--- config.mk ---
export PLATFORM = sky130hd
export DESIGN_NAME = sc_rst_rx_seq
export DESIGN_NICKNAME = d
export VERILOG_FILES = /design/src/rtl/sc_seq_pkg.sv /design/src/rtl/sc_clk_gen.sv /design/src/rtl/sc_rst_sup.sv /design/src/rtl/sc_rx_deframe.sv /design/src/rtl/sc_rst_rx_seq.sv
export SDC_FILE = /design/constraint.sdc
export NUM_CORES = 1
export LEC_CHECK = 0
export CAP_MARGIN = 20
export CORE_ASPECT_RATIO = 1.25
export CORE_UTILIZATION = 27
export DETAILED_ROUTE_END_ITERATION = 7
export GPL_ROUTABILITY_DRIVEN = 0
export HOLD_SLACK_MARGIN = 0.02
export SLEW_MARGIN = 10
export SYNTH_ARGS = -nofsm -noshare
export SYNTH_HDL_FRONTEND = slang
export SYNTH_SLANG_ARGS = --single-unit
--- constraint.sdc ---
create_clock -name clk -period 8.15 [get_ports clk]
set_input_delay 1.2225 -clock clk [delete_from_list [all_inputs] [get_ports clk]]
set_output_delay 1.2225 -clock clk [all_outputs]
set_load 0.005 [all_outputs]
--- src/rtl/sc_seq_pkg.sv ---
package sc_seq_pkg;

    typedef enum logic [1:0] {
        RX_IDLE  = 2'd0,
        RX_START = 2'd1,
        RX_DATA  = 2'd2
    } rx_state_e;

    typedef struct packed {
        logic idle;
        logic early;
        logic timeout;
    } sup_flags_t;

    localparam int DATA_BITS  = 8;
    localparam int FRAME_BITS = DATA_BITS + 2;   // data + parity + stop after start

    // even parity: 1 when data plus parity holds an odd number of ones
    function automatic logic parity_bad(input logic [DATA_BITS:0] dp);
        return ^dp;
    endfunction

endpackage

--- src/rtl/sc_clk_gen.sv ---
module sc_clk_gen #(
    parameter int DIV_W = 8
) (
    input  logic             clk,
    input  logic             rst,
    input  logic             start,
    input  logic [DIV_W-1:0] half_div,
    output logic             card_clk,
    output logic             running,
    output logic             cc_tick
);
    logic [DIV_W-1:0] hcnt;
    logic [DIV_W-1:0] div_q;
    logic             at_end;

    assign at_end  = (hcnt == div_q - DIV_W'(1));
    assign cc_tick = running && !start && at_end && !card_clk;

    always_ff @(posedge clk) begin
        if (rst) begin
            running  <= 1'b0;
            card_clk <= 1'b0;
            hcnt     <= '0;
            div_q    <= DIV_W'(1);
        end else if (start) begin
            running  <= 1'b1;
            card_clk <= 1'b0;
            hcnt     <= '0;
            div_q    <= (half_div == '0) ? DIV_W'(1) : half_div;
        end else if (running) begin
            if (at_end) begin
                hcnt     <= '0;
                card_clk <= ~card_clk;
            end else begin
                hcnt <= hcnt + DIV_W'(1);
            end
        end
    end

    // the tick announces a rising edge on the next clock
    assert_tick_rises_R1: assert property (@(posedge clk) disable iff (rst)
        cc_tick |=> card_clk);

endmodule

--- src/rtl/sc_rst_sup.sv ---
module sc_rst_sup
    import sc_seq_pkg::*;
#(
    parameter int IDLE_CHK    = 200,
    parameter int EARLY_LIM   = 400,
    parameter int TIMEOUT_LIM = 40000
) (
    input  logic       clk,
    input  logic       rst,
    input  logic       start,
    input  logic       running,
    input  logic       cc_tick,
    input  logic       rx_s,
    input  logic       resp_begin,
    output logic       armed,
    output logic       resp_seen,
    output sup_flags_t flags
);
    localparam int CW = $clog2(TIMEOUT_LIM + 1);
    localparam logic [CW-1:0] IDLE_C  = CW'(IDLE_CHK);
    localparam logic [CW-1:0] EARLY_C = CW'(EARLY_LIM);
    localparam logic [CW-1:0] LIM_C   = CW'(TIMEOUT_LIM);

    logic [CW-1:0] cyc;
    logic [CW-1:0] cyc_nx;

    assign cyc_nx = cyc + CW'(1);
    assign armed  = running && (cyc >= IDLE_C);

    always_ff @(posedge clk) begin
        if (rst || start) begin
            cyc       <= '0;
            resp_seen <= 1'b0;
            flags     <= '0;
        end else begin
            if (cc_tick && cyc != LIM_C) begin
                cyc <= cyc_nx;
                if (cyc_nx == IDLE_C && !rx_s)
                    flags.idle <= 1'b1;
                if (cyc_nx == LIM_C && !resp_seen && !resp_begin)
                    flags.timeout <= 1'b1;
            end
            if (resp_begin && !resp_seen && !flags.timeout) begin
                resp_seen <= 1'b1;
                if (cyc < EARLY_C)
                    flags.early <= 1'b1;
            end
        end
    end

    // a start clears every flag
    assert_restart_clear_R2: assert property (@(posedge clk) disable iff (rst)
        start |=> (flags == '0 && !resp_seen));
    // idle error is sticky until restart
    assert_idle_sticky_R3: assert property (@(posedge clk) disable iff (rst)
        (flags.idle && !start) |=> flags.idle);
    // early error only when the answer began inside the early window
    assert_early_window_R4: assert property (@(posedge clk) disable iff (rst)
        $rose(flags.early) |-> ($past(cyc) < EARLY_C));
    // timeout and an answer exclude each other
    assert_timeout_excl_R5: assert property (@(posedge clk) disable iff (rst)
        !(flags.timeout && resp_seen));

endmodule

--- src/rtl/sc_rx_deframe.sv ---
module sc_rx_deframe
    import sc_seq_pkg::*;
#(
    parameter int BIT_NORM = 372,
    parameter int BIT_FAST = 16
) (
    input  logic                 clk,
    input  logic                 rst,
    input  logic                 start,
    input  logic                 armed,
    input  logic                 cc_tick,
    input  logic                 fast_mode,
    input  logic                 rx_s,
    output logic                 resp_begin,
    output logic [DATA_BITS-1:0] rx_byte,
    output logic                 rx_valid,
    output logic                 rx_perr
);
    localparam int TW = $clog2(BIT_NORM + 1);
    localparam int BW = $clog2(FRAME_BITS + 1);

    rx_state_e          st;
    logic               rx_prev;
    logic [TW-1:0]      tcnt;
    logic [TW-1:0]      per_q;
    logic [TW-1:0]      tcnt_nx;
    logic [BW-1:0]      bitn;
    logic [DATA_BITS:0] shreg;

    assign tcnt_nx    = tcnt + TW'(1);
    assign resp_begin = (st == RX_IDLE) && armed && rx_prev && !rx_s;

    always_ff @(posedge clk) begin
        if (rst || start) begin
            st       <= RX_IDLE;
            rx_prev  <= 1'b1;
            tcnt     <= '0;
            per_q    <= TW'(BIT_NORM);
            bitn     <= '0;
            shreg    <= '0;
            rx_byte  <= '0;
            rx_valid <= 1'b0;
            rx_perr  <= 1'b0;
        end else begin
            rx_prev  <= rx_s;
            rx_valid <= 1'b0;
            case (st)
                RX_IDLE: begin
                    if (resp_begin) begin
                        st    <= RX_START;
                        tcnt  <= '0;
                        per_q <= fast_mode ? TW'(BIT_FAST) : TW'(BIT_NORM);
                    end
                end
                RX_START: begin
                    if (cc_tick) begin
                        if (tcnt_nx == (per_q >> 1)) begin
                            tcnt <= '0;
                            bitn <= '0;
                            st   <= rx_s ? RX_IDLE : RX_DATA;
                        end else begin
                            tcnt <= tcnt_nx;
                        end
                    end
                end
                RX_DATA: begin
                    if (cc_tick) begin
                        if (tcnt_nx == per_q) begin
                            tcnt <= '0;
                            if (bitn == BW'(FRAME_BITS - 1)) begin
                                st       <= RX_IDLE;
                                rx_valid <= 1'b1;
                                rx_byte  <= shreg[DATA_BITS-1:0];
                                rx_perr  <= parity_bad(shreg);
                            end else begin
                                shreg <= {rx_s, shreg[DATA_BITS:1]};
                                bitn  <= bitn + BW'(1);
                            end
                        end else begin
                            tcnt <= tcnt_nx;
                        end
                    end
                end
                default: st <= RX_IDLE;
            endcase
        end
    end

    // byte strobe lasts a single system clock
    assert_valid_pulse_R6: assert property (@(posedge clk) disable iff (rst)
        rx_valid |=> !rx_valid);
    // the start bit is judged only on a card clock edge
    assert_start_mid_tick_R8: assert property (@(posedge clk) disable iff (rst)
        ($past(st) == RX_START && st != RX_START && !$past(start)) |-> $past(cc_tick));

endmodule

--- src/rtl/sc_rst_rx_seq.sv ---
module sc_rst_rx_seq
    import sc_seq_pkg::*;
#(
    parameter int DIV_W       = 8,
    parameter int IDLE_CHK    = 200,
    parameter int EARLY_LIM   = 400,
    parameter int TIMEOUT_LIM = 40000,
    parameter int BIT_NORM    = 372,
    parameter int BIT_FAST    = 16
) (
    input  logic             clk,
    input  logic             rst,
    input  logic             start,
    input  logic [DIV_W-1:0] half_div,
    input  logic             fast_mode,
    input  logic             rx,
    output logic             card_clk,
    output logic             seq_running,
    output logic             answer_started,
    output logic             idle_err,
    output logic             early_err,
    output logic             timeout_err,
    output logic [7:0]       rx_byte,
    output logic             rx_valid,
    output logic             rx_perr
);
    logic       rx_m, rx_s;
    logic       cc_tick, armed, resp_begin;
    sup_flags_t flags;

    always_ff @(posedge clk) begin
        if (rst) begin
            rx_m <= 1'b1;
            rx_s <= 1'b1;
        end else begin
            rx_m <= rx;
            rx_s <= rx_m;
        end
    end

    sc_clk_gen #(.DIV_W(DIV_W)) u_clk (
        .clk(clk), .rst(rst), .start(start), .half_div(half_div),
        .card_clk(card_clk), .running(seq_running), .cc_tick(cc_tick)
    );

    sc_rst_sup #(.IDLE_CHK(IDLE_CHK), .EARLY_LIM(EARLY_LIM), .TIMEOUT_LIM(TIMEOUT_LIM)) u_sup (
        .clk(clk), .rst(rst), .start(start), .running(seq_running),
        .cc_tick(cc_tick), .rx_s(rx_s), .resp_begin(resp_begin),
        .armed(armed), .resp_seen(answer_started), .flags(flags)
    );

    sc_rx_deframe #(.BIT_NORM(BIT_NORM), .BIT_FAST(BIT_FAST)) u_rx (
        .clk(clk), .rst(rst), .start(start), .armed(armed), .cc_tick(cc_tick),
        .fast_mode(fast_mode), .rx_s(rx_s), .resp_begin(resp_begin),
        .rx_byte(rx_byte), .rx_valid(rx_valid), .rx_perr(rx_perr)
    );

    assign idle_err    = flags.idle;
    assign early_err   = flags.early;
    assign timeout_err = flags.timeout;

endmodule

Word level (Yosys, flattened, before mapping)
Index checks and enable logic that the tools add are counted.

Register bits: 84. Word-level logic and storage cells: 109. Output and inout port bits: 16.

$lt $le $gt $ge: 2. Reductions and logical operators: 37. Bitwise gates (word level): 5. Eq/ne operators: 16. Mux-type cells: 24. Add/subtract/negate cells: 5.

Operator list (number): $mux W9 (6); $pmux W9 S3 (1); $mux W4 (5); $add A16 B1 Y16 const B (1); $eq A16 B16 Y1 const B (1); $eq A16 B8 Y1 const B (1); $ge A16 B8 Y1 const B (1); $lt A16 B9 Y1 const B (1); $mux W8 (2); $ne A16 B16 Y1 const B (1); $mux W2 (7); $logic_and A1 B1 Y1 (13); $reduce_and A4 Y1 (3); $reduce_and A6 Y1 (2); $reduce_and A2 Y1 (5); $add A9 B1 Y9 const B (1); $eq A9 B8 Y1 (1); $eq A9 B9 Y1 (1); $reduce_xor A9 Y1 (1); $add A8 B1 Y8 const B (1); $eq A8 B8 Y1 (1); $logic_not A8 Y1 (1); $ne A2 B2 Y1 const B (4); $pmux W4 S2 (1); other kinds (16) (27).

Depth between registers and ports, before layout
Gate-level depths: netlist (run 1).

Depth in word-level cells: 8. Gate-level depth with buffers: 11.

By module
A second synthesis (run 1) with hierarchy kept.

Cell total of the unflattened synthesis: 522. Area, all modules: 4490.6 sq um.

By module, submodules not included: sc_rx_deframe (cells each 238, area each 2023.2 sq um, times used 1); sc_rst_sup (cells each 166, area each 1360.1 sq um, times used 1); sc_clk_gen (cells each 114, area each 1054.8 sq um, times used 1); sc_rst_rx_seq (cells each 4, area each 52.6 sq um, times used 1).

Least setup slack after synthesis (run 1)
OpenSTA, ideal clock, no wires.

Path type: input -> register. Start point: input port start. End point: register u_rx.bitn[3]. Data arrival time: 2779 ps. Setup slack: 5297 ps. Stages: 5. Required time: 8076 ps. Path buffers: 0. Setup time: 74 ps. Path through: or4_1 > nor2_8 > nand3_4 > or4_1 > a31oi_1.

Cells in the longest elaborated chain, start to end: 6. Elaborated cells between the ends (all ways): 8. Those cells by class: eq/ne (2); reduce/logical (6).

RTL lines: start, declared (RTL line sc_rst_rx_seq.sv:13) `input logic start,`; $logic_not A1 Y1 (RTL line sc_clk_gen.sv:17) `assign cc_tick = running && !start && at_end && !card_clk;`; $logic_and A1 B1 Y1 (3 in a row) (RTL line sc_clk_gen.sv:17); $ne A2 B2 Y1 (no line); $reduce_and A6 Y1 (no line); end signal, assigned (RTL line sc_rx_deframe.sv:77) `bitn <= bitn + BW'(1);`; end, declared (RTL line sc_rx_deframe.sv:27) `logic [BW-1:0] bitn;`.

Parallel ways exist; a longest one is shown, timed or not. A chain may end at the register's enable or synchronous reset.

Worst setup path in the final report (run 1)
Start point: input port start. End point: register u_rx.tcnt[6].

Cells in the longest elaborated chain, start to end: 6. Elaborated cells between the ends (all ways): 8. Those cells by class: eq/ne (2); reduce/logical (6).

RTL lines: $logic_not A1 Y1 (RTL line sc_clk_gen.sv:17); $logic_and A1 B1 Y1 (3 in a row) (RTL line sc_clk_gen.sv:17); $ne A2 B2 Y1 (no line); $reduce_and A4 Y1 (no line); end signal, assigned (RTL line sc_rx_deframe.sv:62) `tcnt <= tcnt_nx;`; end signal, assigned (RTL line sc_rx_deframe.sv:80) `tcnt <= tcnt_nx;`; end, declared (RTL line sc_rx_deframe.sv:24) `logic [TW-1:0] tcnt;`.

Parallel ways exist; a longest one is shown, timed or not.

==> results of run 1 <==
## flip-flops by register name (all words and copies together), names as in the netlist, 2 cells and up
signal / flops
u_rx.tcnt: 9
u_rx.rx_byte: 8
u_sup.flags: 3
u_clk.hcnt: 8
u_rx.st: 2
u_sup.cyc: 16
u_rx.bitn: 4
u_clk.div_q: 8
u_rx.shreg: 9
## per-layer routing
layer / up-vias / global-route usage / routed length, um
met5: - / 0 / 0
met1: 1677 / 0.146 / 4180
met3: 12 / 0.0295 / 336
met2: 54 / 0.208 / 4650
met4: 0 / 0.0465 / 143
li1: 1781 / - / -
## layout make-up
type | count | area [um^2] | share of cell area
clock buffers | 10 | 229 | 0.0465
clock inverters | 6 | 41.3 | 0.00838
well taps | 208 | 260 | 0.0528
inverters | 20 | 75.1 | 0.0152
multi-input cells | 376 | 2510 | 0.510
flip-flops and latches | 76 | 1520 | 0.309
repair buffers | 29 | 288 | 0.0584
## final timing paths
check / start / end / slack, ns
min: rx_m / rx_s / 0.41
max: start / u_rx.tcnt[6] / 4.14
max reg2reg: u_rx.tcnt[0] / u_rx.tcnt[6] / 4.81
min reg2reg: rx_m / rx_s / 0.41
## metrics by stage
step                      cell area (um^2)  setup slack (ns)
after global routing                  4930              3.90
after CTS                             4930              4.13
final                                 4930              4.14
after floorplan                       4230              5.30
after detailed placement              4660              3.79
after global placement                4660              3.96
## synthesized netlist by cell type, drive strengths merged, types with 5 or more instances
library cell / number / share of area
dfxtp: 76 / 0.36
nor2: 68 / 0.064
nand2: 36 / 0.032
xor2: 30 / 0.062
mux2i: 27 / 0.064
nand3: 22 / 0.031
xnor2: 22 / 0.046
clkbuf: 20 / 0.018
inv: 20 / 0.018
nor3: 16 / 0.020
o21ai: 16 / 0.020
nand4: 13 / 0.019
ha: 11 / 0.033
a21oi: 9 / 0.013
and3: 9 / 0.013
buf: 9 / 0.010
nor4: 9 / 0.013
nand2b: 8 / 0.012
or4: 7 / 0.013
a31oi: 6 / 0.0089
nand3b: 6 / 0.011
o211ai: 6 / 0.011
o21a: 5 / 0.0089
## power breakdown
group	switching [uW]	total [uW]	internal [uW]
Sequential	5.30	381	375
Combinational	23.4	41.5	18.2
Clock	159	365	206
Total	188	787	599
## kinds of logic (layout without fill, tap and decap cells)
| group | Yosys count | in the layout |
|---|---|---|
| flops | 76 | 76 |
| buf+inv | 49 | 65 |
| simple gates | 216 | 216 |
| xor+xnor | 52 | 52 |
| compound gates | 69 | 69 |
| fa+ha+maj | 11 | 11 |
| mux | 28 | 28 |
==> run metrics, run 1 <==
status finished clean; Final setup viols 0; port bufs 28; Inst Count DP 709; max-slew violation count 0; die area 16200 um^2; PnR Total Power 787 uW; GRT Total Usage 0.122; number of diodes 0; Worst setup EP type flip-flop; CTS tree yes; Vias per Instance 4.86; area share of and/or/nand/nor cells after synthesis 0.269; Post-Syn Area per Cell 8.44 um^2; final hold vios 0; syn nets 525; startpoint types primary input; Reg2Reg Depth 9; DRC Markers 0; Pwr Density 160 nW/um^2; Max H-tree Level 3; CTS sink cnt 76; Post-synth EDFFs 0; commonest non-fill, non-tap cell in the layout dfxtp_1; slowest stage delay, CP 0.87 ns; CP top delay family compound AO/OA/AOI/OAI gates; maximum clock insertion buffer count 2; Period minus WS final 4.01 ns; Skew-Pair Late Insertion Delay 0.34 ns; Post-Syn Instances 501; Synth Flop Type dfxtp_1; multiplexer share of the synthesized area 0.0666; Post-CTS Hold Buffers 0; I/O Pins 29; crit-path max FO 43; final-layout fill cell count 1634; 1st-iter DRT viols 139; cts bufs inserted 9; post-DP HPWL 6.73 mm; Detail Route Antenna Nets 0; Bufs and invs on worst path 1; final net count 536; Compound-Gate Fraction of Synth Area 0.119; global-route wire length before repair 16.0 mm; Starting Density 0.279; CP max-delay cell a211oi_1; Min Hold Slack 0.410 ns; Sum Neg Setup Slack 0 ns; Pleak 0.00180 uW; combinational family with the most area after synthesis simple AND/OR/NAND/NOR gates; Seq/Total Area, Yosys 0.360; fin util 0.326; Netlist cell types 64; worst min path class reg -> reg; Core ar. 15100 um^2; non-filler instance count after layout 725; synthesis-stage register bit count 76; share of cells above drive strength 1 0.0619; Area growth syn-to-layout 16.6%; DR WL/cell 12.8 um; largest net degree at the start of global routing 44; first-pass detailed-route iteration total 4; Setup Buffers After CTS 0; Worst-Margin Slew 0.974 ns; post-synth design cell area 4230 um^2; Critical Path AT 4.24 ns; Synth Area in XOR/XNOR 0.108; Worst slew margin 0.345; RSZ-0062 raised after global routing no; Clock Skews 0.00476 ns; adder-cell share of the synthesized area 0.0326; Die H 142 um; Cell Rows 50; vias 3524; Clock transition at path regs 0.06 ns; yosys warns 0; worst-path cell chain clkdlybuf4s50_1, or2_2, a211oi_1, nand2b_1, o41ai_1; total grt overflow 0; Max Fclk 0.249 GHz; max_cap viols 0; Die X 114 um; Worst Path Required 8.38 ns; WS Path Type in -> reg; Peak VDD IR 0.0766 mV; initial antenna violation count 0; most frequent cells in the layout dfxtp_1, nor2_1, nand2_1; WHS Path Cells 1; # resized after CTS 0; Synth async-reset ratio 0; Final period util 0.492; critical path depth in cells 5; Total Wirelength 9.30 mm; Root Driver clkbuf_16; number of global-route vias before repair 3348
Power figures use the tool's default switching activity.
==> inputs of run 2 (changes only) <==
==> constraint.sdc (replaced) <==
create_clock -name clk -period 3.7 [get_ports clk]
set_input_delay 0.555 -clock clk [delete_from_list [all_inputs] [get_ports clk]]
set_output_delay 0.555 -clock clk [all_outputs]
set_load 0.005 [all_outputs]
==> run 2 against run 1 <==
Net effect: routed wire length rose by 2.1%; register-to-register slack got worse by 4.3 ns; first-iteration DRC count rose by 24%; combinational power rose by 130%; setup slack got worse by 3.6 ns; clock power rose by 120%; cell area rose by 1.4%; die area did not move; clock skew rose by 0.0015 ns.
==> run metrics, run 2 (same netlist as run 1, synthesis figures left out) <==
cts bufs inserted 9 (unchanged); Worst setup EP type flip-flop; crit-path max FO 12 (-72%); setup slack at placement 0.562 ns (-3.23 ns); CTS sink cnt 76 (unchanged); Vias per Instance 4.85 (-0.25%); commonest non-fill, non-tap cell in the layout dfxtp_1; Setup Buffers After CTS 0 (unchanged); Area growth syn-to-layout 18.2%; R2R setup slack 0.54 ns (-4.27 ns); most frequent cells in the layout dfxtp_1, nor2_1, nand2_1; Total Wirelength 9.50 mm (+2.1%); WHS Endpoint rx_s; number of diodes 0 (unchanged); Die H 142 um (unchanged); maximum clock insertion buffer count 2 (unchanged); slowest stage delay, CP 0.67 ns (-0.20 ns); max-slew violation count 0 (unchanged); Hold Crit Start rx_m; Starting Density 0.279 (unchanged); Cell Rows 50 (unchanged); Max H-tree Level 3 (unchanged); Pwr Density 351 nW/um^2 (+120%); final hold vios 0 (unchanged); largest registers u_sup.cyc: 16 flops, u_rx.shreg: 9 flops, u_rx.tcnt: 9 flops; Reg2Reg Depth 8 (-1); max_cap viols 0 (unchanged); Post-CTS Hold Buffers 0 (unchanged); Largest register FFs 16 (unchanged); total grt overflow 0 (unchanged); Clock transition at path regs 0.06 ns (about the same); 1st-iter DRT viols 172 (+24%); post-DP HPWL 6.88 mm (+2.3%); status finished clean; Die X 114 um (unchanged); Pleak 0.00184 uW (+2.2%); area taken by multi-input logic gates 2510 um^2 (unchanged); Seq. cell area 1520 um^2 (unchanged); port bufs 28 (unchanged); Skew-Pair Late Insertion Delay 0.34 ns (about the same); GRT Total Usage 0.126 (+0.00385); worst-path cell chain or4_4, o211a_1, a311o_1, o22ai_4, nor2_8, o21ai_1, nand2b_1, o21ai_0; largest net degree at the start of global routing 43 (-2.3%); Detail Route Antenna Nets 0 (unchanged); post-route setup slack 0.544 ns (-3.60 ns); startpoint types flip-flop; initial antenna violation count 0 (unchanged); global-route wire length before repair 16.4 mm (+2.9%); vias 3554 (+0.85%); Worst slew margin 0.451 (+0.106); die area 16200 um^2 (unchanged); Clock Skews 0.00626 ns (+0.00150 ns); worst r2r src u_clk.div_q[0]; Final period util 0.853; Worst Path Required 3.92 ns (-4.46 ns); WS Path Type reg -> reg; Max Fclk 0.317 GHz; CP top delay family compound AO/OA/AOI/OAI gates; Peak VDD IR 0.178 mV (+130%); worst min path class reg -> reg; RSZ-0062 raised after global routing no; Sum Neg Setup Slack 0 ns (unchanged); number of global-route vias before repair 3490 (+4.2%); Core ar. 15100 um^2 (unchanged); first-pass detailed-route iteration total 4 (unchanged); Worst-Margin Slew 0.818 ns (-0.156 ns); I/O Pins 29 (unchanged); Min Hold Slack 0.408 ns (-0.00262 ns); DR WL/cell 13.0 um (+1.0%); Biggest register u_sup.cyc; Period minus WS final 3.16 ns; final-layout fill cell count 1613 (-1.3%); Final setup viols 0 (unchanged); WHS Path Cells 1 (unchanged); share of cells above drive strength 1 0.0762 (+0.0143); Critical Path AT 3.37 ns (-0.87 ns); # resized after CTS 0 (unchanged); CTS tree yes; Bufs and invs on worst path 0 (-1); Root Driver clkbuf_16; CP max-delay cell o21ai_1; DRC Markers 0 (unchanged); final net count 544 (+1.5%); Crit Reg-Reg Endpoint u_rx.tcnt[2]
## run 2: where the power goes
group          switching, uW  total (uW)  internal, uW  leakage, uW
Clock                    344         818           473     0.000136
Sequential              12.3         839           827     0.000615
Combinational           51.7        94.9          43.2      0.00109
## run 2: worst max path at each step
| stage | slack [ns] | from | endpoint | cells past startpoint |
|---|---|---|---|---|
| after CTS | 0.54 | u_clk.div_q[0] | u_rx.tcnt[7] | 8 |
| after global routing | 0.38 | u_clk.div_q[0] | u_rx.tcnt[6] | 10 |
| final | 0.54 | u_clk.div_q[0] | u_rx.tcnt[2] | 8 |
| after detailed placement | 0.56 | u_clk.div_q[0] | u_rx.tcnt[2] | 8 |
| after global placement | 0.66 | u_clk.div_q[0] | u_rx.tcnt[2] | 8 |
| after floorplan | 0.99 | u_rx.tcnt[0] | u_rx.bitn[3] | 9 |
## run 2: layer usage
| layer | wire length (um) | part of all wire | GRT usage |
|---|---|---|---|
| met3 | 280 | 0.029 | 0.0214 |
| met4 | 180 | 0.019 | 0.0519 |
| met2 | 4870 | 0.51 | 0.226 |
| met5 | 0 | 0 | 0 |
| met1 | 4170 | 0.44 | 0.146 |
## run 2: through the flow
step                      cell area (um^2)  power, uW  std cells   util
after CTS                             5000       1770        733  0.330
after global routing                  5000       1830        733  0.330
after detailed placement              4720        952        717  0.312
final                                 5000       1750        733  0.330
after global placement                4720        950        717  0.312
after floorplan                       4230        916        501      -
## run 2: area by class of cell
class / count / area share
Multi-Input combinational cell: 376 / 0.503
Tap cell: 208 / 0.0521
Sequential cell: 76 / 0.305
Inverter: 20 / 0.0150
Clock inverter: 5 / 0.00701
Clock buffer: 11 / 0.0486
Timing Repair Buffer: 37 / 0.0696
